--- config.mk ---
export PLATFORM = sky130hd
export DESIGN_NAME = avsw_ctrl_regs
export DESIGN_NICKNAME = d
export VERILOG_FILES = /design/src/rtl/avsw_pkg.sv /design/src/rtl/avsw_line_sync.sv /design/src/rtl/avsw_bus_fsm.sv /design/src/rtl/avsw_ctrl_bank.sv /design/src/rtl/avsw_status_pack.sv /design/src/rtl/avsw_ctrl_regs.sv
export SDC_FILE = /design/constraint.sdc
export NUM_CORES = 1
export LEC_CHECK = 0
export CAP_MARGIN = 0
export CORE_AREA = 2 2 108 110
export CTS_BUF_LIST = sky130_fd_sc_hd__clkbuf_16
export DETAILED_ROUTE_END_ITERATION = 7
export DIE_AREA = 0 0 110 112
export PLACE_DENSITY = 0.78
export SLEW_MARGIN = 20
export SYNTH_ARGS = -nofsm -noshare
export SYNTH_HDL_FRONTEND = slang
export SYNTH_SLANG_ARGS = --single-unit
--- constraint.sdc ---
create_clock -name clk_i -period 2.5 [get_ports clk_i]
set_clock_uncertainty 0.05 [all_clocks]
set_input_delay 0.5 -clock clk_i [delete_from_list [all_inputs] [get_ports clk_i]]
set_output_delay 0.5 -clock clk_i [all_outputs]
set_load 0.02 [all_outputs]
--- src/rtl/avsw_pkg.sv ---
package avsw_pkg;
  localparam int NUM_CTRL = 6;
  localparam int NUM_FMT  = 3;
  localparam int IDX_W    = $clog2(NUM_CTRL + 1);
  localparam int CODE_W   = 5;
  localparam logic [6:0] DEV_ADDR = 7'h48;

  typedef logic [NUM_CTRL-1:0][7:0] ctrl_img_t;

  // element [0] is control byte 1
  localparam ctrl_img_t CTRL_DEFAULT = {8'hF0, 8'hFC, 8'h87, 8'hFF, 8'hFF, 8'h99};

  typedef enum logic [2:0] {
    ST_IDLE,
    ST_ADDR,
    ST_AACK,
    ST_WR,
    ST_WACK,
    ST_RD,
    ST_RACK
  } bus_st_t;
endpackage

--- src/rtl/avsw_line_sync.sv ---
module avsw_line_sync #(
  parameter int STAGES = 2
) (
  input  logic clk_i,
  input  logic rst_ni,
  input  logic scl_i,
  input  logic sda_i,
  output logic scl_o,
  output logic sda_o,
  output logic scl_rise_o,
  output logic scl_fall_o,
  output logic start_o,
  output logic stop_o
);
  logic [STAGES:0] scl_p, sda_p;

  always_ff @(posedge clk_i or negedge rst_ni) begin
    if (!rst_ni) begin
      scl_p <= '1;
      sda_p <= '1;
    end else begin
      scl_p <= {scl_p[STAGES-1:0], scl_i};
      sda_p <= {sda_p[STAGES-1:0], sda_i};
    end
  end

  logic scl_prev, sda_prev;
  assign scl_o    = scl_p[STAGES-1];
  assign sda_o    = sda_p[STAGES-1];
  assign scl_prev = scl_p[STAGES];
  assign sda_prev = sda_p[STAGES];

  assign scl_rise_o = scl_o & ~scl_prev;
  assign scl_fall_o = ~scl_o & scl_prev;
  assign start_o    = scl_o & scl_prev & sda_prev & ~sda_o;
  assign stop_o     = scl_o & scl_prev & ~sda_prev & sda_o;
endmodule

--- src/rtl/avsw_bus_fsm.sv ---
module avsw_bus_fsm
  import avsw_pkg::*;
(
  input  logic             clk_i,
  input  logic             rst_ni,
  input  logic             sda_s_i,
  input  logic             scl_rise_i,
  input  logic             scl_fall_i,
  input  logic             start_i,
  input  logic             stop_i,
  input  logic             addr_sel_i,
  input  logic [7:0]       status_i,
  output logic             sda_oe_o,
  output logic             load_o,
  output logic             wr_en_o,
  output logic [IDX_W-1:0] wr_idx_o,
  output logic [7:0]       wr_data_o,
  output logic             commit_o
);
  bus_st_t          st_q;
  logic [3:0]       cnt_q;
  logic [7:0]       sh_q, tx_q;
  logic             rw_q, mack_q;
  logic [IDX_W-1:0] idx_q;
  logic [6:0]       my_addr;

  assign my_addr = DEV_ADDR | {6'd0, addr_sel_i};

  always_ff @(posedge clk_i or negedge rst_ni) begin
    if (!rst_ni) begin
      st_q      <= ST_IDLE;
      cnt_q     <= '0;
      sh_q      <= '0;
      tx_q      <= '0;
      rw_q      <= 1'b0;
      mack_q    <= 1'b0;
      idx_q     <= '0;
      sda_oe_o  <= 1'b0;
      load_o    <= 1'b0;
      wr_en_o   <= 1'b0;
      wr_idx_o  <= '0;
      wr_data_o <= '0;
      commit_o  <= 1'b0;
    end else begin
      load_o   <= 1'b0;
      wr_en_o  <= 1'b0;
      commit_o <= 1'b0;
      if (start_i) begin
        st_q     <= ST_ADDR;
        cnt_q    <= '0;
        sda_oe_o <= 1'b0;
      end else if (stop_i) begin
        commit_o <= (st_q == ST_WR) || (st_q == ST_WACK);
        st_q     <= ST_IDLE;
        sda_oe_o <= 1'b0;
      end else begin
        unique case (st_q)
          ST_ADDR: begin
            if (scl_rise_i) begin
              sh_q  <= {sh_q[6:0], sda_s_i};
              cnt_q <= cnt_q + 4'd1;
            end else if (scl_fall_i && cnt_q == 4'd8) begin
              if (sh_q[7:1] == my_addr) begin
                sda_oe_o <= 1'b1;
                rw_q     <= sh_q[0];
                st_q     <= ST_AACK;
              end else begin
                st_q <= ST_IDLE;
              end
            end
          end
          ST_AACK: begin
            if (scl_fall_i) begin
              cnt_q <= '0;
              if (rw_q) begin
                tx_q     <= status_i;
                sda_oe_o <= ~status_i[7];
                st_q     <= ST_RD;
              end else begin
                sda_oe_o <= 1'b0;
                load_o   <= 1'b1;
                idx_q    <= '0;
                st_q     <= ST_WR;
              end
            end
          end
          ST_WR: begin
            if (scl_rise_i) begin
              sh_q  <= {sh_q[6:0], sda_s_i};
              cnt_q <= cnt_q + 4'd1;
            end else if (scl_fall_i && cnt_q == 4'd8) begin
              // bytes past the last register are acknowledged only
              wr_en_o   <= (idx_q < IDX_W'(NUM_CTRL));
              wr_idx_o  <= idx_q;
              wr_data_o <= sh_q;
              if (idx_q < IDX_W'(NUM_CTRL)) idx_q <= idx_q + 1'b1;
              sda_oe_o  <= 1'b1;
              st_q      <= ST_WACK;
            end
          end
          ST_WACK: begin
            if (scl_fall_i) begin
              sda_oe_o <= 1'b0;
              cnt_q    <= '0;
              st_q     <= ST_WR;
            end
          end
          ST_RD: begin
            if (scl_rise_i) begin
              cnt_q <= cnt_q + 4'd1;
            end else if (scl_fall_i) begin
              if (cnt_q == 4'd8) begin
                sda_oe_o <= 1'b0;
                st_q     <= ST_RACK;
              end else begin
                sda_oe_o <= ~tx_q[6];
                tx_q     <= {tx_q[6:0], 1'b0};
              end
            end
          end
          ST_RACK: begin
            if (scl_rise_i) begin
              mack_q <= ~sda_s_i;
            end else if (scl_fall_i) begin
              if (mack_q) begin
                tx_q     <= status_i;
                sda_oe_o <= ~status_i[7];
                cnt_q    <= '0;
                st_q     <= ST_RD;
              end else begin
                st_q <= ST_IDLE;
              end
            end
          end
          default: ;
        endcase
      end
    end
  end
endmodule

--- src/rtl/avsw_ctrl_bank.sv ---
module avsw_ctrl_bank
  import avsw_pkg::*;
(
  input  logic             clk_i,
  input  logic             rst_ni,
  input  logic             load_i,
  input  logic             wr_en_i,
  input  logic [IDX_W-1:0] wr_idx_i,
  input  logic [7:0]       wr_data_i,
  input  logic             commit_i,
  output ctrl_img_t        ctrl_o,
  output logic             por_o
);
  ctrl_img_t stg_q;

  for (genvar g = 0; g < NUM_CTRL; g++) begin : g_byte
    always_ff @(posedge clk_i or negedge rst_ni) begin
      if (!rst_ni) begin
        stg_q[g]  <= CTRL_DEFAULT[g];
        ctrl_o[g] <= CTRL_DEFAULT[g];
      end else begin
        if (load_i)                                      stg_q[g] <= ctrl_o[g];
        else if (wr_en_i && wr_idx_i == IDX_W'(g))       stg_q[g] <= wr_data_i;
        if (commit_i)                                    ctrl_o[g] <= stg_q[g];
      end
    end
  end

  always_ff @(posedge clk_i or negedge rst_ni) begin
    if (!rst_ni)       por_o <= 1'b1;
    else if (commit_i) por_o <= 1'b0;
  end
endmodule

--- src/rtl/avsw_status_pack.sv ---
module avsw_status_pack
  import avsw_pkg::*;
(
  input  logic [NUM_FMT-1:0][1:0] fmt_i,
  input  logic                    sync_a_i,
  input  logic                    sync_b_i,
  input  logic                    por_i,
  output logic [7:0]              status_o
);
  logic [NUM_FMT-1:0][CODE_W-1:0] term;

  for (genvar g = 0; g < NUM_FMT; g++) begin : g_term
    localparam logic [CODE_W-1:0] WEIGHT = CODE_W'(3 ** g);
    logic [1:0] lvl;
    assign lvl     = (fmt_i[g] == 2'd3) ? 2'd2 : fmt_i[g];
    assign term[g] = CODE_W'(lvl) * WEIGHT;
  end

  always_comb begin
    logic [CODE_W-1:0] code;
    code = '0;
    for (int i = 0; i < NUM_FMT; i++) code = code + term[i];
    status_o = {sync_b_i, sync_a_i, code, por_i};
  end
endmodule

--- src/rtl/avsw_ctrl_regs.sv ---
module avsw_ctrl_regs
  import avsw_pkg::*;
(
  input  logic       clk_i,
  input  logic       rst_ni,
  input  logic       scl_i,
  input  logic       sda_i,
  output logic       sda_oe_o,
  input  logic       addr_sel_i,
  input  logic [1:0] fmt_a_i,
  input  logic [1:0] fmt_b_i,
  input  logic [1:0] fmt_c_i,
  input  logic       sync_a_i,
  input  logic       sync_b_i,
  output logic [3:0] cv_sel_a_o,
  output logic [3:0] cv_sel_b_o,
  output logic       lout_a_o,
  output logic       lout_b_o,
  output logic [2:0] yc_sel_a_o,
  output logic [2:0] yc_sel_b_o,
  output logic       zc_en_o,
  output logic       ch3_mute_o,
  output logic [2:0] aud_sel_a_o,
  output logic [2:0] aud_sel_b_o,
  output logic [2:0] aud_sel_c_o,
  output logic [4:0] gd_trim_o,
  output logic [2:0] vol_coarse_o,
  output logic [2:0] vol_fine_o,
  output logic [1:0] lr_route_o,
  output logic       gd_sw_a_o,
  output logic       gd_sw_b_o,
  output logic       sync_sw_a_o,
  output logic       sync_sw_b_o
);
  logic             scl_s, sda_s, scl_rise, scl_fall, start_det, stop_det;
  logic             load, wr_en, commit, por;
  logic [IDX_W-1:0] wr_idx;
  logic [7:0]       wr_data, status;
  ctrl_img_t        ctrl;

  avsw_line_sync #(.STAGES(2)) u_sync (
    .clk_i, .rst_ni, .scl_i, .sda_i,
    .scl_o(scl_s), .sda_o(sda_s),
    .scl_rise_o(scl_rise), .scl_fall_o(scl_fall),
    .start_o(start_det), .stop_o(stop_det)
  );

  avsw_bus_fsm u_fsm (
    .clk_i, .rst_ni,
    .sda_s_i(sda_s), .scl_rise_i(scl_rise), .scl_fall_i(scl_fall),
    .start_i(start_det), .stop_i(stop_det),
    .addr_sel_i, .status_i(status),
    .sda_oe_o, .load_o(load), .wr_en_o(wr_en), .wr_idx_o(wr_idx),
    .wr_data_o(wr_data), .commit_o(commit)
  );

  avsw_ctrl_bank u_bank (
    .clk_i, .rst_ni, .load_i(load), .wr_en_i(wr_en), .wr_idx_i(wr_idx),
    .wr_data_i(wr_data), .commit_i(commit), .ctrl_o(ctrl), .por_o(por)
  );

  avsw_status_pack u_stat (
    .fmt_i({fmt_c_i, fmt_b_i, fmt_a_i}), .sync_a_i, .sync_b_i,
    .por_i(por), .status_o(status)
  );

  assign {cv_sel_a_o, cv_sel_b_o}                        = ctrl[0];
  assign {lout_a_o, lout_b_o, yc_sel_a_o, yc_sel_b_o}    = ctrl[1];
  assign {zc_en_o, ch3_mute_o, aud_sel_a_o, aud_sel_b_o} = ctrl[2];
  assign {gd_trim_o, aud_sel_c_o}                        = ctrl[3];
  assign {vol_coarse_o, vol_fine_o, lr_route_o}          = ctrl[4];
  assign {gd_sw_a_o, gd_sw_b_o, sync_sw_a_o, sync_sw_b_o} = ctrl[5][7:4];
endmodule

* After elaboration in Yosys (flattened, before gate mapping)
Cells that the tools add are included.
** Cells by class
- Reductions and logical operators :: 31
- $add $sub $neg :: 4
- Multipliers :: 2
- Bitwise logic cells :: 16
- Magnitude comparators :: 1
- Mux-type cells :: 84
- Equal/unequal tests :: 47
** Operators with widths (count)
- two-way mux 8 bit :: 12
- two-way mux 3 bit :: 20
- two-way mux 7 bit :: 8
- inequality test 4 x 3 -> 1 bit (second input constant) :: 8
- two-way mux 1 bit :: 28
- two-way mux 4 bit :: 7
- one-hot mux 7 bit (3 select lines) :: 1
- inequality test 4 bit (second input constant) :: 5
- one-hot mux 3 bit (6 select lines) :: 1
- inequality test 2 bit (second input constant) :: 8
- == test 3 bit (second input constant) :: 5
- nonzero test 2 bit :: 7
- AND reduction 13 bit :: 1
- == test 3 x 2 -> 1 bit (second input constant) :: 4
- one-hot mux 4 bit (3 select lines) :: 1
- AND reduction 12 bit :: 1
- AND reduction 11 bit :: 1
- inequality test 2 x 1 -> 1 bit (second input constant) :: 5
- NOT 1 bit :: 9
- two-way mux 2 bit :: 4
- AND reduction 4 bit :: 2
- AND reduction 8 bit :: 1
- nonzero test 8 bit :: 1
- bitwise AND 1 bit :: 7
- 26 further kinds :: 38
** Storage, ports and cells
- Input port bits :: 13
- Flip-flop bits (word level) :: 145

* Logic depth before layout (Yosys ltp)
- Word-level depth :: 9
- Mapped depth :: 10

* Modules after synthesis
Synthesis repeated with hierarchy kept, for this count alone.
** Second synthesis, totals
- Cell total of the unflattened synthesis :: 580
- Area, all modules :: 6950.4 um^2
** By module, submodules not included
- avsw_ctrl_bank :: cells each 320, times used 1, sequential area each 2513.7 um^2, area an instance 4189.0 um^2
- avsw_bus_fsm :: cells each 217, times used 1, sequential area each 1051.0 um^2, area an instance 2308.5 um^2
- avsw_status_pack :: cells each 33, times used 1, sequential area each 0.0 um^2, area an instance 262.8 um^2
- avsw_line_sync :: cells each 10, times used 1, sequential area each 157.7 um^2, area an instance 190.2 um^2

* Worst setup path before layout
OpenSTA, ideal clock, no wires.
- Kind :: in2reg
- Start point :: in fmt_c_i[0]
- End point :: reg u_fsm.tx_q[5]
- Cell stages on the path :: 10
- Path buffers :: 0
- Data arrival time :: 2.479 ns
- Path slack :: -0.154 ns
- Cells stage by stage :: nor2b_1 -> fa_1 -> fa_1 -> inv_1 -> fa_1 -> inv_1 -> a31oi_1 -> xor2_1 -> o21ai_0 -> mux2_2
** Between the ends
- Word-level cells in the longest chain between the ends :: 8
** Ends and longest elaborated chain
- from (decl) :: RTL line avsw_ctrl_regs.sv:12 : input logic [1:0] fmt_c_i,
- == test 2 bit :: RTL line avsw_status_pack.sv:15 : assign lvl = (fmt_i[g] == 2'd3) ? 2'd2 : fmt_i[g];
- two-way mux 2 bit (*) :: RTL line avsw_status_pack.sv:15
- multiplier 2 x 4 -> 5 bit (*) :: RTL line avsw_status_pack.sv:16 : assign term[g] = CODE_W'(lvl) * WEIGHT;
- adder 5 bit (*) :: RTL line avsw_status_pack.sv:22 : for (int i = 0; i < NUM_FMT; i++) code = code + term[i];
- two-way mux 7 bit :: RTL line avsw_bus_fsm.sv:125 : if (mack_q) begin
- two-way mux 7 bit :: RTL line avsw_bus_fsm.sv:124 : end else if (scl_fall_i) begin
- two-way mux 7 bit :: RTL line avsw_bus_fsm.sv:122 : if (scl_rise_i) begin
- one-hot mux 7 bit (3 select lines) (*) :: RTL line avsw_bus_fsm.sv:57 : unique case (st_q)
- to (signal assigned) :: RTL line avsw_bus_fsm.sv:76 : tx_q <= status_i;
- to (signal assigned) :: RTL line avsw_bus_fsm.sv:117 : tx_q <= {tx_q[6:0], 1'b0};
- to (signal assigned) :: RTL line avsw_bus_fsm.sv:126 : tx_q <= status_i;
- to (decl) :: RTL line avsw_bus_fsm.sv:22 : logic [7:0] sh_q, tx_q;
Mark *: on every way between the ends. The rest lies on a longest branch, timed or not. The select of a mux whose other input is x is not followed.
A chain may end at the register's enable or synchronous reset.

* Worst setup path in the final report
Same ends and word-level chain as after synthesis.

==> results_dict.tcl <==
set metrics [dict create \
    status "finished, final reports clean" \
    layout_min_cycle_time_ps 2345 \
    grt_pass1_vias 4441 \
    grt_pass1_wl_um 22240 \
    async_flop_share_pct 100.0 \
    netlist_area_mm2 0.006246 \
    routed_wl_um 13370 \
    row_count 39 \
    power_frac_clock_pct 44.7 \
    p_int_mw 4.006 \
    avgSynthCellArea_um2 11.42 \
    r2r_start "u_fsm.st_q[0]" \
    cpMostUsedCell "fa_2" \
    vias 4296 \
    seqPwrFrac_pct 46.8 \
    syn_nets 570 \
    dp_hpwl_um 8690 \
    reg2reg_depth 5 \
    drv_slew 0 \
    cts_inserted_buffers 17 \
    p_comb_share_pct 8.5 \
    die_w_um 110 \
    tightest_slew_ps 630.4 \
    cts_sinks 137 \
    crit_fanout 2 \
    min_path_type "in2async" \
    dr.pass1.iters 5 \
    overflow 0 \
    finalSetupViolCount 0 \
    drive_gt1_share_pct 31.95 \
    reg2reg_slack_ps 350 \
    layoutNonFillerInstCount 769 \
    postCtsSetupBuffers 0 \
    synth_seq_area_share_pct 56.39 \
    cts_buffer_depth 2 \
    place_congestion 0.8605 \
    crit_start "fmt_c_i[0]" \
    fmax_mhz 426.4 \
    route.detailed.drc 0 \
    arrival_ps 2590 \
    cap_violations 0 \
    p_leak_nw 3.246 \
    cts_root_buf "clkbuf_16" \
    grt_usage_pct 23.59 \
    synth_seq_cells 137 \
    synth-main-ff-cell "dfstp_2" \
    num_io_pins 58 \
    antenna_found_initial 0 \
    antenna_cells 0 \
    rsz0062_at_grt "no" \
    timing.rr.end "u_fsm.sda_oe_o" \
    multi_input_area_mm2 0.002600 \
    switching_share_pct 24.16 \
    vias_per_cell 5.586 \
    clk_pin_slew_ps 50 \
    irDropWorstVdd_mv 0.4880 \
    start_util_pct 55.90 \
    cp_slowest_cell "fa_1" \
    die_area_mm2 0.01232 \
    worstSetupStartpointType "primary input" \
    core-area_mm2 0.01117 \
    setup_slack_ps 155.0 \
    worst_setup_path_end_kind "flip-flop" \
    crit_chain "clkdlybuf4s15_1 -> nor2b_4 -> fa_1 -> fa_2 -> inv_2 -> fa_2 -> inv_1 -> a31oi_2 -> xor2_1 -> o21ai_1 -> mux2_4" \
    dieHeight_um 112 \
    synth_edf_count 0 \
    ys_warn_count 0 \
    grt_max_degree 75 \
    seqCellArea_mm2 0.003523 \
    clk_latency_ps 410 \
    cts_tree "yes" \
    fin_crit_sh_pct 93.80 \
    nNetsFinal 636 \
    synth.distinct_cells 42 \
    htree_num_levels 4 \
    power.density_mw_per_mm2 691.1 \
    placedCellCount 737 \
    crit_path_end "u_fsm.tx_q[5]" \
    hold_viol 0 \
    relSlewSlack_pct 57.86 \
    n_fill_cell 821 \
    avgRoutedWirePerCell_um 17.39 \
    drt_iter0_drc 294 \
    worst_ep_required_time_ps 2740 \
    area_growth_pct 22.38 \
    power.switching_mw 1.276 \
    syn_inst 547 \
    drtAntennaViolNets 0 \
    dp_slack_ps -643.8 \
    io_buffers 57 \
    worstSetupPathType "in2reg" \
    slowest_delay_ps 450 \
]
[through the flow]
stage               hold slack (ps)  setup TNS (ps)  utilization, %  area [um^2]  power (mW)
floorplan                     154.4          -35.19               -         6272       2.770
CTS                           42.54               0           68.35         7637       5.319
detailed placement            301.7           -2155           63.26         7069       2.957
finish                        42.05               0           68.40         7644       5.282
global placement              296.3           -1703           63.26         7069       2.922
global route                  75.93               0           68.40         7644       5.510
[synthesized netlist by cell type, types with 4 or more instances]
cell | n | area share [%]
a21oi_1 | 5 | 0.40
clkbuf_1 | 24 | 1.4
dfrtp_1 | 62 | 25
dfstp_2 | 75 | 32
ha_1 | 7 | 1.4
inv_1 | 10 | 0.60
mux2_2 | 59 | 11
mux2i_1 | 49 | 7.9
nand2_1 | 106 | 6.4
nand2b_1 | 5 | 0.50
nand3_1 | 7 | 0.56
nor2_1 | 12 | 0.72
nor2b_1 | 9 | 0.90
nor3_1 | 4 | 0.32
o211ai_1 | 7 | 0.84
o21ai_0 | 56 | 4.5
or2_2 | 4 | 0.40
[final cells by class]
type | count | share of cell area [%]
Tap cell | 143 | 2.341
Sequential cell | 137 | 46.10
Clock buffer | 17 | 5.566
Clock inverter | 15 | 1.768
Timing Repair Buffer | 77 | 9.723
Multi-Input combinational cell | 370 | 34.02
Inverter | 10 | 0.4911
[how the worst min path moves through the flow]
stage                         start          endpoint  slack (ps)
finish                       rst_ni   u_bank.stg_q[5]          40
detailed placement  u_sync.scl_p[0]   u_sync.scl_p[1]         300
global placement    u_sync.scl_p[0]   u_sync.scl_p[1]         300
CTS                          rst_ni   u_bank.stg_q[5]          40
floorplan                    rst_ni  u_bank.ctrl_o[1]         150
global route                 rst_ni   u_bank.stg_q[5]          80
[routing by layer]
layer / track usage, % / vias up / wire, um / part of all wire (%)
met2: 38.12 / 103 / 6825 / 51
met4: 6.498 / 0 / 205 / 1.5
met5: 0 / - / 0 / 0
li1: - / 2024 / - / -
met1: 31.39 / 2151 / 5803 / 43
met3: 6.265 / 18 / 538 / 4.0
[flip-flops by register name, summed over array words and instances, names as in the netlist]
register	flops
u_fsm.load_o	1
u_fsm.rw_q	1
u_fsm.mack_q	1
u_fsm.st_q	3
u_fsm.cnt_q	4
u_bank.por_o	1
u_fsm.idx_q	3
u_fsm.wr_data_o	8
u_fsm.wr_idx_o	3
u_sync.scl_p	3
u_sync.sda_p	3
u_fsm.sda_oe_o	1
u_bank.stg_q	44
u_fsm.sh_q	8
u_fsm.tx_q	7
u_fsm.wr_en_o	1
u_bank.ctrl_o	44
u_fsm.commit_o	1
[cells by family after synthesis]
logic type,share of synthesized area (%)
XOR/XNOR,0.7012
buffers and inverters,2.464
adder cells (fa/ha/maj),2.364
AO/OA/AOI/OAI,7.412
AND/OR/NAND/NOR,12.18
flip-flops,56.39
multiplexers,18.49
[power groups by stage]
stage / Combinational [mW] / Clock [mW] / Sequential (mW)
after detailed placement: 0.448 / 0 / 2.51
final: 0.448 / 2.36 / 2.47
after CTS: 0.453 / 2.39 / 2.47
after floorplan: 0.315 / 0 / 2.46
after global routing: 0.499 / 2.52 / 2.49
after global placement: 0.421 / 0 / 2.50
[critical path: cells and delay by family]
family,cells,cell delay [ps]
muxes,1,270
buffers and inverters,3,290
and+or+nand+nor,1,170
adders and majority gates,3,1000
xor gates and xnor gates,1,150
AOI/OAI and AO/OA,2,210
[cell usage in the layout, fill, tap and decap left out, types with 3 or more instances in the layout]
| cell | instances |
|---|---|
| dfrtp_1 | 61 |
| o211ai_1 | 7 |
| or2_2 | 4 |
| inv_1 | 10 |
| o21ai_0 | 55 |
| xor2_1 | 3 |
| nand3_1 | 7 |
| mux2_2 | 58 |
| nor2_1 | 12 |
| dfstp_2 | 75 |
| buf_4 | 19 |
| nor3b_1 | 3 |
| clkinvlp_4 | 3 |
| clkdlybuf4s15_1 | 3 |
| ha_1 | 7 |
| clkbuf_16 | 17 |
| nand3b_1 | 3 |
| nand2_1 | 106 |
| clkinv_1 | 3 |
| o31ai_1 | 3 |
| a21oi_1 | 5 |
| nor2b_1 | 7 |
| mux2i_1 | 49 |
| clkinv_2 | 4 |
| clkdlybuf4s50_1 | 51 |
| nand2b_1 | 5 |
| nor3_1 | 4 |
[what timing repair did]
| item | 4_1_cts | 5_1_grt |
|---|---|---|
| pin swaps | 6 | 5 |
| hold buffers | 0 | 0 |
| endpoints found under the setup margin | 3 | 1 |
| gates resized for setup | 12 | 1 |
No activity file was read; power rests on OpenSTA's default activity.
